===== src/rtl/cfgslv_pkg.sv =====
package cfgslv_pkg;

    typedef enum logic [2:0] {
        PH_IDLE,
        PH_ADDR,
        PH_CMD,
        PH_COUNT,
        PH_DATA,
        PH_SKIP
    } phase_e;

    typedef struct packed {
        logic scl;
        logic sda;
        logic scl_rise;
        logic scl_fall;
        logic start;
        logic stop;
    } bus_ev_t;

    typedef struct packed {
        logic       en;
        logic [7:0] idx;
        logic [7:0] data;
    } wr_req_t;

    localparam logic [7:0] BLOCK_CMD = 8'h00;
    localparam logic [7:0] EFF_MASK  = 8'hA7;

    function automatic logic [7:0] strap_to_addr(input logic [2:0] s);
        logic [2:0] k;
        k = (s[2] & s[1]) ? (s ^ 3'b001) : s;
        return 8'hDE - {4'b0, k, 1'b0};
    endfunction

    function automatic logic [7:0] reg_default(input int unsigned i);
        return (i == 0) ? 8'hA0 : 8'hFF;
    endfunction

    function automatic logic [7:0] effective_ctl(input logic [7:0] r);
        return r[0] ? (r & EFF_MASK) : r;
    endfunction

endpackage


===== src/rtl/cfgslv_sync.sv =====
module cfgslv_sync
    import cfgslv_pkg::*;
#(
    parameter int STAGES = 2
) (
    input  logic    clk,
    input  logic    rst,
    input  logic    scl_in,
    input  logic    sda_in,
    output bus_ev_t ev
);
    logic [STAGES-1:0] scl_pipe;
    logic [STAGES-1:0] sda_pipe;
    logic              scl_prev;
    logic              sda_prev;

    always_ff @(posedge clk) begin
        if (rst) begin
            scl_pipe <= '1;
            sda_pipe <= '1;
            scl_prev <= 1'b1;
            sda_prev <= 1'b1;
        end else begin
            scl_pipe <= {scl_pipe[STAGES-2:0], scl_in};
            sda_pipe <= {sda_pipe[STAGES-2:0], sda_in};
            scl_prev <= scl_pipe[STAGES-1];
            sda_prev <= sda_pipe[STAGES-1];
        end
    end

    always_comb begin
        ev.scl      = scl_pipe[STAGES-1];
        ev.sda      = sda_pipe[STAGES-1];
        ev.scl_rise = ev.scl & ~scl_prev;
        ev.scl_fall = ~ev.scl & scl_prev;
        ev.start    = ev.scl & scl_prev & sda_prev & ~ev.sda;
        ev.stop     = ev.scl & scl_prev & ~sda_prev & ev.sda;
    end

endmodule


===== src/rtl/cfgslv_proto.sv =====
module cfgslv_proto
    import cfgslv_pkg::*;
#(
    parameter int NUM_REGS = 6
) (
    input  logic       clk,
    input  logic       rst,
    input  bus_ev_t    ev,
    input  logic [2:0] strap_sel,
    output logic       sda_pull,
    output wr_req_t    wr
);
    phase_e     ph_q;
    logic [3:0] bitcnt_q;
    logic [7:0] sreg_q;
    logic [7:0] cnt_q;
    logic [7:0] idx_q;
    logic       pull_q;
    wr_req_t    wr_q;
    logic [7:0] my_addr;
    logic       store_ok;

    assign my_addr  = strap_to_addr(strap_sel);
    assign store_ok = (idx_q < cnt_q) && (int'(idx_q) < NUM_REGS);

    always_ff @(posedge clk) begin
        if (rst) begin
            ph_q     <= PH_IDLE;
            bitcnt_q <= '0;
            sreg_q   <= '0;
            cnt_q    <= '0;
            idx_q    <= '0;
            pull_q   <= 1'b0;
            wr_q     <= '0;
        end else begin
            wr_q.en <= 1'b0;
            if (ev.start) begin
                ph_q     <= PH_ADDR;
                bitcnt_q <= '0;
                pull_q   <= 1'b0;
            end else if (ev.stop) begin
                ph_q     <= PH_IDLE;
                bitcnt_q <= '0;
                pull_q   <= 1'b0;
            end else if (ph_q != PH_IDLE && ph_q != PH_SKIP) begin
                if (ev.scl_rise && bitcnt_q < 4'd8) begin
                    sreg_q   <= {sreg_q[6:0], ev.sda};
                    bitcnt_q <= bitcnt_q + 4'd1;
                end else if (ev.scl_fall && bitcnt_q == 4'd8) begin
                    bitcnt_q <= 4'd9;
                    unique case (ph_q)
                        PH_ADDR: begin
                            if (sreg_q == my_addr) begin
                                pull_q <= 1'b1;
                                ph_q   <= PH_CMD;
                            end else begin
                                ph_q   <= PH_SKIP;
                            end
                        end
                        PH_CMD: begin
                            if (sreg_q == BLOCK_CMD) begin
                                pull_q <= 1'b1;
                                ph_q   <= PH_COUNT;
                            end else begin
                                ph_q   <= PH_SKIP;
                            end
                        end
                        PH_COUNT: begin
                            pull_q <= 1'b1;
                            cnt_q  <= sreg_q;
                            idx_q  <= '0;
                            ph_q   <= PH_DATA;
                        end
                        default: begin
                            pull_q    <= 1'b1;
                            wr_q.en   <= store_ok;
                            wr_q.idx  <= idx_q;
                            wr_q.data <= sreg_q;
                            if (idx_q != 8'hFF) idx_q <= idx_q + 8'd1;
                        end
                    endcase
                end else if (ev.scl_fall && bitcnt_q == 4'd9) begin
                    pull_q   <= 1'b0;
                    bitcnt_q <= '0;
                end
            end
        end
    end

    assign sda_pull = pull_q;
    assign wr       = wr_q;

    // the acknowledge drive moves only while SCL is low
    p_pull_scl_low_r10: assert property (@(posedge clk) disable iff (rst)
        !$stable(pull_q) |-> !ev.scl);

    // an acknowledge that follows an address byte never answers a read
    p_no_read_ack_r2: assert property (@(posedge clk) disable iff (rst)
        ($rose(pull_q) && $past(ph_q) == PH_ADDR) |-> ($past(sreg_q[0]) == 1'b0));

    // a start condition clears the acknowledge and the bit position
    p_start_clears_r7: assert property (@(posedge clk) disable iff (rst)
        ev.start |=> (!pull_q && bitcnt_q == 4'd0 && ph_q == PH_ADDR));

    // a store never goes past the bank or the received count
    p_store_bound_r6: assert property (@(posedge clk) disable iff (rst)
        wr_q.en |-> (int'(wr_q.idx) < NUM_REGS && wr_q.idx < cnt_q));

    // data stores happen only in the data phase
    p_store_phase_r4: assert property (@(posedge clk) disable iff (rst)
        wr_q.en |-> (ph_q == PH_DATA));

endmodule


===== src/rtl/cfgslv_regbank.sv =====
module cfgslv_regbank
    import cfgslv_pkg::*;
#(
    parameter int NUM_REGS = 6
) (
    input  logic                  clk,
    input  logic                  rst,
    input  wr_req_t               wr,
    output logic [NUM_REGS*8-1:0] regs_flat,
    output logic [7:0]            eff0
);
    logic [7:0] regs [NUM_REGS];

    for (genvar i = 0; i < NUM_REGS; i++) begin : g_reg
        always_ff @(posedge clk) begin
            if (rst) begin
                regs[i] <= reg_default(i);
            end else if (wr.en && wr.idx == 8'(i)) begin
                regs[i] <= wr.data;
            end
        end
        assign regs_flat[i*8 +: 8] = regs[i];
    end

    assign eff0 = effective_ctl(regs[0]);

    // gated control bits read as zero while bit 0 is set
    p_eff_gate_r9: assert property (@(posedge clk) disable iff (rst)
        regs[0][0] |-> (eff0[6] == 1'b0 && eff0[4:3] == 2'b00));

    // a register changes only on a store aimed at it
    p_reg0_hold_r5: assert property (@(posedge clk) disable iff (rst)
        !($past(wr.en) && $past(wr.idx) == 8'd0) |-> $stable(regs[0]));

endmodule


===== src/rtl/serial_cfg_slave.sv =====
module serial_cfg_slave
    import cfgslv_pkg::*;
#(
    parameter int NUM_REGS    = 6,
    parameter int SYNC_STAGES = 2
) (
    input  logic                  clk,
    input  logic                  rst,
    input  logic                  scl_in,
    input  logic                  sda_in,
    input  logic [2:0]            strap_sel,
    output logic                  sda_pull,
    output logic [NUM_REGS*8-1:0] cfg_regs,
    output logic [7:0]            ctl_eff
);
    bus_ev_t ev;
    wr_req_t wr;

    cfgslv_sync #(.STAGES(SYNC_STAGES)) u_sync (
        .clk    (clk),
        .rst    (rst),
        .scl_in (scl_in),
        .sda_in (sda_in),
        .ev     (ev)
    );

    cfgslv_proto #(.NUM_REGS(NUM_REGS)) u_proto (
        .clk       (clk),
        .rst       (rst),
        .ev        (ev),
        .strap_sel (strap_sel),
        .sda_pull  (sda_pull),
        .wr        (wr)
    );

    cfgslv_regbank #(.NUM_REGS(NUM_REGS)) u_bank (
        .clk       (clk),
        .rst       (rst),
        .wr        (wr),
        .regs_flat (cfg_regs),
        .eff0      (ctl_eff)
    );

endmodule


===== config.mk =====
export PLATFORM = sky130hd
export DESIGN_NAME = serial_cfg_slave
export DESIGN_NICKNAME = d
export VERILOG_FILES = /design/src/rtl/cfgslv_pkg.sv /design/src/rtl/cfgslv_sync.sv /design/src/rtl/cfgslv_proto.sv /design/src/rtl/cfgslv_regbank.sv /design/src/rtl/serial_cfg_slave.sv
export SDC_FILE = /design/constraint.sdc
export NUM_CORES = 1
export LEC_CHECK = 0
export CORE_MARGIN = 2
export CORE_UTILIZATION = 37
export DETAILED_ROUTE_END_ITERATION = 10
export SLEW_MARGIN = 15
export SYNTH_ARGS = -nofsm -noshare
export SYNTH_HDL_FRONTEND = slang
export SYNTH_SLANG_ARGS = --single-unit

===== constraint.sdc =====
create_clock -name clk -period 3 [get_ports clk]
set_input_delay 0.3 -clock clk [delete_from_list [all_inputs] [get_ports clk]]
set_output_delay 0.3 -clock clk [all_outputs]
set_load 0.01 [all_outputs]

==> impl_metrics.env, run 1 <==
export IMPL_status="finished, final reports clean"
export IMPL_cap_violations=0
export IMPL_drt_initial_drc_count=169
export IMPL_finalSetupViolations=0
export IMPL_min_path_cells=1
export IMPL_fmax_ghz=0.472
export IMPL_fin_crit_ns=2.12
export IMPL_antenna_found_initial=0
export IMPL_avgViaCountPerCell=5.05
export IMPL_worstRegToRegCells=4
export IMPL_dp_hpwl_um=6900
export IMPL_path_class="flop to flop"
export IMPL_wl_um=9750
export IMPL_die_x_um=115
export IMPL_grt_pass1_vias=3034
export IMPL_wl_per_cell_um=15.5
export IMPL_port_buffer_count=63
export IMPL_vias=3172
export IMPL_cp_required_ns=3.22
export IMPL_min_path_type="flop to flop"
export IMPL_syn_mean_instance_area_um2=11.4
export IMPL_rsz0062_at_grt="false"
export IMPL_antennaDiodeCount=0
export IMPL_dieArea_um2=13300
export IMPL_yosys_most_used_dff="dfxtp_1"
export IMPL_worst_pin_slew_ns=0.827
export IMPL_clock_sinks=103
export IMPL_nets=473
export IMPL_coreArea_um2=12100
export IMPL_start_util_pct=38.1
export IMPL_post_cts_buffers=0
export IMPL_r2r_slack_ns=0.88
export IMPL_yosysTopAreaCell="edfxtp_1"
export IMPL_clk_path_buf_depth=2
export IMPL_clk_latency_ns=0.34
export IMPL_p_leak_nw=2.07
export IMPL_grt_usage_pct=15.3
export IMPL_fin_crit_sh_pct=70.7
export IMPL_synth_top_cell_area_share_pct=31.4
export IMPL_synth_warnings=0
export IMPL_max_stage_delay_ns=0.66
export IMPL_cp_end_kind="flop"
export IMPL_antenna_left=0
export IMPL_critPathMaxFanout=16
export IMPL_fp_dieH_um=115
export IMPL_cts_buffers=9
export IMPL_pin_count=64
export IMPL_cts_tree="done"
export IMPL_drive_above_1_share_pct=13.3
export IMPL_slew_headroom_pct=44.5
export IMPL_crit_path_start_kind="flop"
export IMPL_synth_edf_count=48
export IMPL_grt_overflow_total=0
export IMPL_ys_seq_area_share_pct=55.3
export IMPL_netlist_instances=403
export IMPL_postLayoutCoreUtil_pct=46.5
export IMPL_dr_pass1_iters=4
export IMPL_drc_errors=0
export IMPL_grt_pass1_wl_um=15800
export IMPL_drv_slew=0
export IMPL_netlist_area_um2=4600
export IMPL_htreeDepth=3
export IMPL_crit_chain="and4bb_1, nand4_2, mux2i_1, nor2_1"
export IMPL_synthArstFlopShare_pct=0
export IMPL_root_buffer="clkbuf_16"
export IMPL_ir_worst_vdd_mv=0.211
export IMPL_cts_resized=0
export IMPL_synth_area_leaders="edfxtp_1 31%, dfxtp_1 24%, mux2i_1 7.0%"
export IMPL_fin_setup_tns_ns=0
export IMPL_cp_arrival_ns=2.34
export IMPL_pwr_density_cell_nw_per_um2=490
export IMPL_syn_nets=421
export IMPL_hold_viol=0
export IMPL_gp_congestion=0.770
export IMPL_cts_clk_slew_worst_paths_ns=0.07
export IMPL_hold_buffers=0
export IMPL_skew_ns=0.0114
export IMPL_synthToLayoutAreaGrowth_pct=21.9
export IMPL_grt_max_degree=35
export IMPL_ys_types=60
export IMPL_synth_seq_cells=103
export IMPL_slowest_stage="nand4_2"
export IMPL_rows=40
## layout by cell type (no fill, tap or decap), types with 8 or more instances in the layout
cell             instances
edfxtp_1                48
clkbuf_16               10
inv_1                   15
a21oi_1                 11
nand2_1                  9
nor2_1                  38
or3_1                   20
clkdlybuf4s50_1         62
ha_1                    11
and3_1                   9
nand2b_1                 8
mux2i_1                 32
or2_2                   30
dfxtp_1                 55
nand3_1                  9
## sequential cells by signal, summed over array words and instances (netlist names), 3 cells and up
signal and count:
u_bank.regs 48, u_proto.wr 17, u_proto.cnt_q 8, u_proto.idx_q 8
u_proto.sreg_q 8, u_proto.bitcnt_q 4, u_proto.ph_q 3
## per-stage QoR
| step | instance area [um2] | instances | hold slack (ns) | power (mW) | setup WS, ns |
|---|---|---|---|---|---|
| floorplan | 4600 | 403 | 0.389 | 1.56 | 1.32 |
| global placement | 5290 | 612 | 0.394 | 1.59 | 0.771 |
| detailed placement | 5290 | 612 | 0.396 | 1.59 | 0.672 |
| CTS | 5600 | 628 | 0.421 | 2.77 | 0.658 |
| global route | 5600 | 628 | 0.443 | 2.83 | 0.666 |
| finish | 5600 | 628 | 0.415 | 2.74 | 0.880 |
## cell families after synthesis
| logic type | share of synthesized area, % |
|---|---|
| AO/OA/AOI/OAI | 9.12 |
| XOR/XNOR | 0.953 |
| adder cells (fa/ha/maj) | 2.99 |
| buffers and inverters | 4.65 |
| flip-flops | 55.3 |
| multiplexers | 7.21 |
| AND/OR/NAND/NOR | 19.8 |
## cells in the mapped netlist (3+ instances only)
master / count
nor2_1: 38
nand2_1: 9
buf_6: 3
clkbuf_1: 8
or3_1: 20
edfxtp_1: 48
nor2b_1: 6
a31o_2: 3
o211ai_1: 4
dfxtp_1: 55
nand3_1: 9
or2_2: 30
buf_4: 8
nand4_1: 7
o31ai_1: 5
a21oi_1: 11
nor4_1: 3
nand2b_1: 8
mux2i_1: 32
or4_1: 7
buf_2: 3
inv_1: 15
a21o_1: 7
ha_1: 11
and3_1: 9
xor2_1: 3
## report_power, final
part	internal (mW)	switching [mW]	total, mW
clock network	0.648	0.540	1.19
registers	1.47	0.00706	1.48
logic	0.0312	0.0470	0.0782
## routing by layer
metal  track usage (%)  vias up  share of wire [%]
met5                 0        -                  0
met4              5.78        0                1.3
met3              2.93        9                3.6
met2              24.5       71                 48
met1              20.7     1518                 47
li1                  -     1574                  -
## critical path: cells and delay by family, from the launching register on
kind / cells / cell delay [ns]
multiplexers: 1 / 0.37
AND/OR/NAND/NOR: 3 / 1.25
flip-flops: 1 / 0.37
## path summary, 6_finish.rpt
check | from | endpoint
max | u_sync.scl_pipe[1]$_SDFF_PP1_ | u_proto.wr[13]$_SDFFE_PP0P_
max reg2reg | u_sync.scl_pipe[1]$_SDFF_PP1_ | u_proto.wr[13]$_SDFFE_PP0P_
min | u_sync.sda_pipe[0]$_SDFF_PP1_ | u_sync.sda_pipe[1]$_SDFF_PP1_
min reg2reg | u_sync.sda_pipe[0]$_SDFF_PP1_ | u_sync.sda_pipe[1]$_SDFF_PP1_
## final cells by class
| cell class | instances | area [um2] |
|---|---|---|
| clock buffer | 11 | 264 |
| clock inverter | 5 | 45.0 |
| fill | 1133 | 6460 |
| inverter | 15 | 56.3 |
| multi-input combinational | 261 | 1840 |
| sequential | 103 | 2540 |
| tap | 168 | 210 |
| timing repair buffer | 65 | 641 |
(Power assumes the default switching activity.)
==> inputs of run 2 (changes only) <==
==> constraint.sdc (replaced) <==
create_clock -name clk -period 2.1 [get_ports clk]
set_input_delay 0.21 -clock clk [delete_from_list [all_inputs] [get_ports clk]]
set_output_delay 0.21 -clock clk [all_outputs]
set_load 0.01 [all_outputs]
==> impl_metrics.env, run 2 (synthesized netlist as in run 1, its figures left out) <==
export IMPL_drc_errors=0
export IMPL_timing_rr_end="u_bank.regs[1][11]$_SDFFCE_PN1P_"
export IMPL_htreeDepth=3
export IMPL_slew_headroom_pct=62.9
export IMPL_min_to="u_proto.sreg_q[2]$_SDFFE_PP0P_"
export IMPL_avgViaCountPerCell=5.05
export IMPL_vias=3230
export IMPL_cts_tree="done"
export IMPL_rsz0062_at_grt="false"
export IMPL_wl_per_cell_um=15.5
export IMPL_wl_um=9880
export IMPL_post_cts_buffers=0
export IMPL_fmax_ghz=0.526
export IMPL_synthToLayoutAreaGrowth_pct=23.1
export IMPL_r2r_start="u_proto.wr[14]$_SDFFE_PP0P_"
export IMPL_antennaDiodeCount=0
export IMPL_finalSetupViolations=0
export IMPL_postLayoutCellArea_um2=5660
export IMPL_cts_buffers=9
export IMPL_internal_power_mw=2.98
export IMPL_p_leak_nw=2.11
export IMPL_antenna_left=0
export IMPL_grt_pass1_wl_um=15800
export IMPL_nets=484
export IMPL_port_buffer_count=63
export IMPL_placedCellCount=623
export IMPL_fin_setup_tns_ns=0
export IMPL_critPathMaxFanout=10
export IMPL_fin_crit_sh_pct=90.6
export IMPL_min_path_type="primary input to flop"
export IMPL_final_common_cell="clkdlybuf4s50_1"
export IMPL_hold_viol=0
export IMPL_root_buffer="clkbuf_16"
export IMPL_dpl_cell_area_um2=5370
export IMPL_rows=40
export IMPL_crit_path_start_kind="flop"
export IMPL_largest_register="u_bank.regs"
export IMPL_coreArea_um2=12100
export IMPL_swShare_pct=21.9
export IMPL_skew_ns=0.00778
export IMPL_combPwrFrac_pct=3.0
export IMPL_drt_initial_drc_count=204
export IMPL_min_path_cells=3
export IMPL_grt_usage_pct=15.3
export IMPL_min_from="rst"
export IMPL_final_cell_mix="62 x clkdlybuf4s50_1, 55 x dfxtp_1, 48 x edfxtp_1"
export IMPL_path_class="flop to flop"
export IMPL_ir_worst_vdd_mv=0.440
export IMPL_cts_resized=0
export IMPL_pwr_density_cell_nw_per_um2=673
export IMPL_fin_crit_ns=1.90
export IMPL_fp_dieH_um=115
export IMPL_worstRegToRegCells=4
export IMPL_antenna_found_initial=0
export IMPL_clock_sinks=103
export IMPL_die_x_um=115
export IMPL_cp_arrival_ns=1.99
export IMPL_gp_congestion=0.817
export IMPL_clk_path_buf_depth=2
export IMPL_pin_count=64
export IMPL_cap_violations=0
export IMPL_status="finished, final reports clean"
export IMPL_grt_overflow_total=0
export IMPL_dr_pass1_iters=5
export IMPL_final_cell_count_no_fill=639
export IMPL_hold_buffers=0
export IMPL_postLayoutCoreUtil_pct=46.9
export IMPL_drv_slew=0
export IMPL_hold_ws_ns=0.377
export IMPL_grt_max_degree=41
export IMPL_drive_above_1_share_pct=14.9
export IMPL_p_clk_share_pct=41.6
export IMPL_dieArea_um2=13300
export IMPL_worst_pin_slew_ns=0.542
export IMPL_cts_clk_slew_worst_paths_ns=0.07
export IMPL_nFillCells=1128
export IMPL_cp_end_kind="flop"
export IMPL_p_sw_uw=832
export IMPL_r2r_slack_ns=0.20
export IMPL_cp_required_ns=2.19
export IMPL_dp_hpwl_um=7150
export IMPL_grt_pass1_vias=3089
export IMPL_largest_reg_flops=48
export IMPL_clk_latency_ns=0.34
export IMPL_start_util_pct=38.1
export IMPL_seqPwrFrac_pct=55.4
==> run 2: changes by cell type in the layout (fill, tap and decap cells not counted) <==
cell | previous run | this run
clkinvlp_4 | 1 | 0
inv_8 | 1 | 2
clkinv_4 | 2 | 3
clkbuf_16 | 10 | 9
buf_4 | 2 | 13
o21ai_2 | 1 | 0
clkbuf_8 | 1 | 0
inv_6 | 1 | 0
inv_4 | 0 | 1
clkbuf_1 | 0 | 1
o21ai_1 | 1 | 2
==> run 2: area by class of cell <==
type,instances,area (um2),area share [%]
Tap cell,168,210,3.72
Timing Repair Buffer,76,723,12.8
Clock inverter,6,55.1,0.973
Multi-Input combinational cell,261,1840,32.5
Inverter,15,56.3,0.995
Clock buffer,10,229,4.05
Sequential cell,103,2540,44.9
==> run 2: worst max-delay path by stage <==
stage / start / endpoint / slack, ns / cells past startpoint
2_1_floorplan: u_proto.wr[14]$_SDFFE_PP0P_ / u_bank.regs[1][13]$_SDFFCE_PN1P_ / 0.42 / 5
3_3_place_gp: strap_sel[2] / u_proto.sda_pull$_SDFFE_PP0P_ / 0.27 / 5
3_5_place_dp: u_proto.wr[14]$_SDFFE_PP0P_ / u_bank.regs[1][11]$_SDFFCE_PN1P_ / 0.22 / 4
4_1_cts: u_proto.wr[14]$_SDFFE_PP0P_ / u_bank.regs[1][11]$_SDFFCE_PN1P_ / 0.21 / 4
5_1_grt: u_proto.wr[14]$_SDFFE_PP0P_ / u_bank.regs[1][9]$_SDFFCE_PN1P_ / 0.09 / 4
6_report: u_proto.wr[14]$_SDFFE_PP0P_ / u_bank.regs[1][11]$_SDFFCE_PN1P_ / 0.20 / 4
==> run 2: critical path, stage by stage (launching register included) <==
cell	delay [ns]
dfxtp_1	0.32
nor4b_2	0.40
and3_1	0.39
nand3_1	0.21
or2_2	0.32
==> run 2: power groups by stage <==
stage / registers [mW] / logic, mW / clock network (mW)
6_report: 2.11 / 0.112 / 1.59
5_1_grt: 2.11 / 0.123 / 1.72
3_3_place_gp: 2.16 / 0.111 / 0
2_1_floorplan: 2.15 / 0.0733 / 0
3_5_place_dp: 2.16 / 0.113 / 0
4_1_cts: 2.11 / 0.114 / 1.63
==> run 2: metrics by stage <==
stage	power (mW)	worst slack, ns
final	3.81	0.197
after global routing	3.95	0.0943
after CTS	3.85	0.205
after detailed placement	2.27	0.216
after global placement	2.27	0.266
after floorplan	2.23	0.416
==> run 2: metal layers <==
layer | GRT usage [%] | vias up | wire [um]
met3 | 3.45 | 8 | 446
li1 | - | 1590 | -
met4 | 4.02 | 0 | 97
met2 | 25.7 | 76 | 4780
met1 | 19.9 | 1556 | 4550
met5 | 0 | - | 0
==> inputs of run 3 (changes only) <==
--- a/config.mk
+++ b/config.mk
@@ -5,6 +5,7 @@
 export SDC_FILE = /design/constraint.sdc
 export NUM_CORES = 1
 export LEC_CHECK = 0
+export CORE_ASPECT_RATIO = 0.9
 export CORE_MARGIN = 2
 export CORE_UTILIZATION = 37
 export DETAILED_ROUTE_END_ITERATION = 10
==> impl_metrics.env, run 3 (synthesized netlist as in run 1, its figures left out) <==
export IMPL_worst_pin_slew_ns=0.571
export IMPL_largest_register="u_bank.regs"
export IMPL_cts_buffers=9
export IMPL_combPwrFrac_pct=2.9
export IMPL_cp_top_family="compound AO/OA/AOI/OAI gates"
export IMPL_start_util_pct=38.1
export IMPL_fp_dieH_um=110
export IMPL_cap_violations=0
export IMPL_preCtsSetupSlack_ns=0.201
export IMPL_internal_power_mw=3.08
export IMPL_rsz0062_at_grt="false"
export IMPL_seqPwrFrac_pct=53.9
export IMPL_antennaDiodeCount=0
export IMPL_crit_path_start_kind="flop"
export IMPL_skew_ns=0.0106
export IMPL_clock_sinks=103
export IMPL_cp_common_cell="a21o_1"
export IMPL_final_common_cell="clkdlybuf4s50_1"
export IMPL_fin_setup_tns_ns=0
export IMPL_swShare_pct=21.4
export IMPL_synthToLayoutAreaGrowth_pct=23.0
export IMPL_grt_usage_pct=14.8
export IMPL_grt_pass1_wl_um=15100
export IMPL_antenna_left=0
export IMPL_grt_max_degree=43
export IMPL_dp_hpwl_um=6830
export IMPL_wl_um=9620
export IMPL_worst_slack_ns=0.213
export IMPL_postLayoutCellArea_um2=5650
export IMPL_cp_end_kind="flop"
export IMPL_nFillCells=1136
export IMPL_grt_overflow_total=0
export IMPL_grt_pass1_vias=2958
export IMPL_min_path_type="primary input to flop"
export IMPL_final_cell_mix="62 x clkdlybuf4s50_1, 55 x dfxtp_1, 48 x edfxtp_1"
export IMPL_dpl_cell_area_um2=5350
export IMPL_p_sw_uw=838
export IMPL_slew_headroom_pct=60.9
export IMPL_clk_path_buf_depth=2
export IMPL_hold_viol=0
export IMPL_nets=482
export IMPL_drc_errors=0
export IMPL_cp_num_buf_inv=1
export IMPL_htreeDepth=3
export IMPL_finalSetupViolations=0
export IMPL_hold_buffers=0
export IMPL_cp_required_ns=2.40
export IMPL_status="finished, final reports clean"
export IMPL_max_stage_delay_ns=0.57
export IMPL_final_cell_count_no_fill=629
export IMPL_drv_slew=0
export IMPL_dieArea_um2=13300
export IMPL_fin_crit_sh_pct=89.9
export IMPL_gp_congestion=0.829
export IMPL_root_buffer="clkbuf_16"
export IMPL_vias=3164
export IMPL_clk_latency_ns=0.35
export IMPL_crit_chain="inv_1, ha_1, a21o_1, a21o_1, a2111oi_0, o31a_1"
export IMPL_pin_count=64
export IMPL_drt_initial_drc_count=148
export IMPL_die_x_um=121
export IMPL_cp_arrival_ns=2.18
export IMPL_ir_worst_vdd_mv=0.536
export IMPL_wl_per_cell_um=15.3
export IMPL_cts_clk_slew_worst_paths_ns=0.07
export IMPL_cts_tree="done"
export IMPL_slowest_stage="a2111oi_0"
export IMPL_critPathMaxFanout=2
export IMPL_fin_crit_ns=1.89
export IMPL_p_clk_share_pct=43.3
export IMPL_antenna_found_initial=0
export IMPL_path_class="flop to flop"
export IMPL_port_buffer_count=63
export IMPL_drive_above_1_share_pct=14.9
export IMPL_largest_reg_flops=48
export IMPL_rows=38
export IMPL_avgViaCountPerCell=5.03
export IMPL_dr_pass1_iters=4
export IMPL_p_leak_nw=2.10
export IMPL_coreArea_um2=12100
export IMPL_pwr_density_cell_nw_per_um2=694
export IMPL_placedCellCount=613
export IMPL_fmax_ghz=0.530
[run 3: changes by cell type in the layout (fill, tap and decap cells not counted), sizes merged]
cell,change
buf,-2
bufinv,+1
clkbuf,-1
clkinv,-3
clkinvlp,+4
inv,-1
[run 3: worst paths after layout]
kind | from | endpoint | slack, ns | cells past startpoint
setup reg to reg | u_proto.cnt_q[5]$_SDFFE_PP0P_ | u_proto.wr[16]$_SDFF_PP0_ | 0.21 | 6
hold / removal | rst | u_sync.scl_prev$_SDFF_PP1_ | 0.27 | 2
setup / recovery | u_proto.cnt_q[5]$_SDFFE_PP0P_ | u_proto.wr[16]$_SDFF_PP0_ | 0.21 | 6
hold reg to reg | u_sync.scl_pipe[0]$_SDFF_PP1_ | u_sync.scl_pipe[1]$_SDFF_PP1_ | 0.42 | 1
[run 3: metrics by stage]
stage                     util [%]  hold WS (ns)  power (mW)
after floorplan                  -         0.314        2.23
after global placement        44.3         0.400        2.27
after detailed placement      44.3         0.400        2.27
after CTS                     46.8         0.265        3.98
after global routing          46.8         0.283        4.05
final                         46.8         0.273        3.92
[run 3: cell type report]
class / count / area (um2) / area share (%)
clock buffers: 9 / 225 / 3.98
repair buffers: 74 / 708 / 12.5
clock inverters: 7 / 80.1 / 1.42
flip-flops and latches: 103 / 2540 / 45.0
multi-input cells: 261 / 1840 / 32.6
inverters: 15 / 56.3 / 0.996
well taps: 160 / 200 / 3.54
[run 3: power by group through the flow]
stage          clock network (mW)  logic [mW]  registers [mW]
5_1_grt                      1.82       0.124            2.11
4_1_cts                      1.75       0.114            2.11
6_report                     1.70       0.113            2.11
2_1_floorplan                   0      0.0733            2.15
3_5_place_dp                    0       0.113            2.16
3_3_place_gp                    0       0.112            2.16
[run 3: routing by layer]
metal | wire length (um) | GRT usage (%) | vias to the layer above
met5 | 0 | 0 | -
met4 | 95 | 4.76 | 0
met3 | 369 | 3.73 | 8
met2 | 4500 | 24.0 | 64
met1 | 4650 | 19.4 | 1493
li1 | - | - | 1599
[run 3: worst register-to-register path: stages (launching register included)]
cell,delay (ns)
dfxtp_1,0.34
inv_1,0.05
ha_1,0.28
a21o_1,0.19
a21o_1,0.18
a2111oi_0,0.57
o31a_1,0.22
[run 3: repair_timing]
action,4_1_cts,5_1_grt
endpoints found under the setup margin,0,5
buffers inserted,0,0
resized for setup,0,1
hold endpoints to repair,0,0
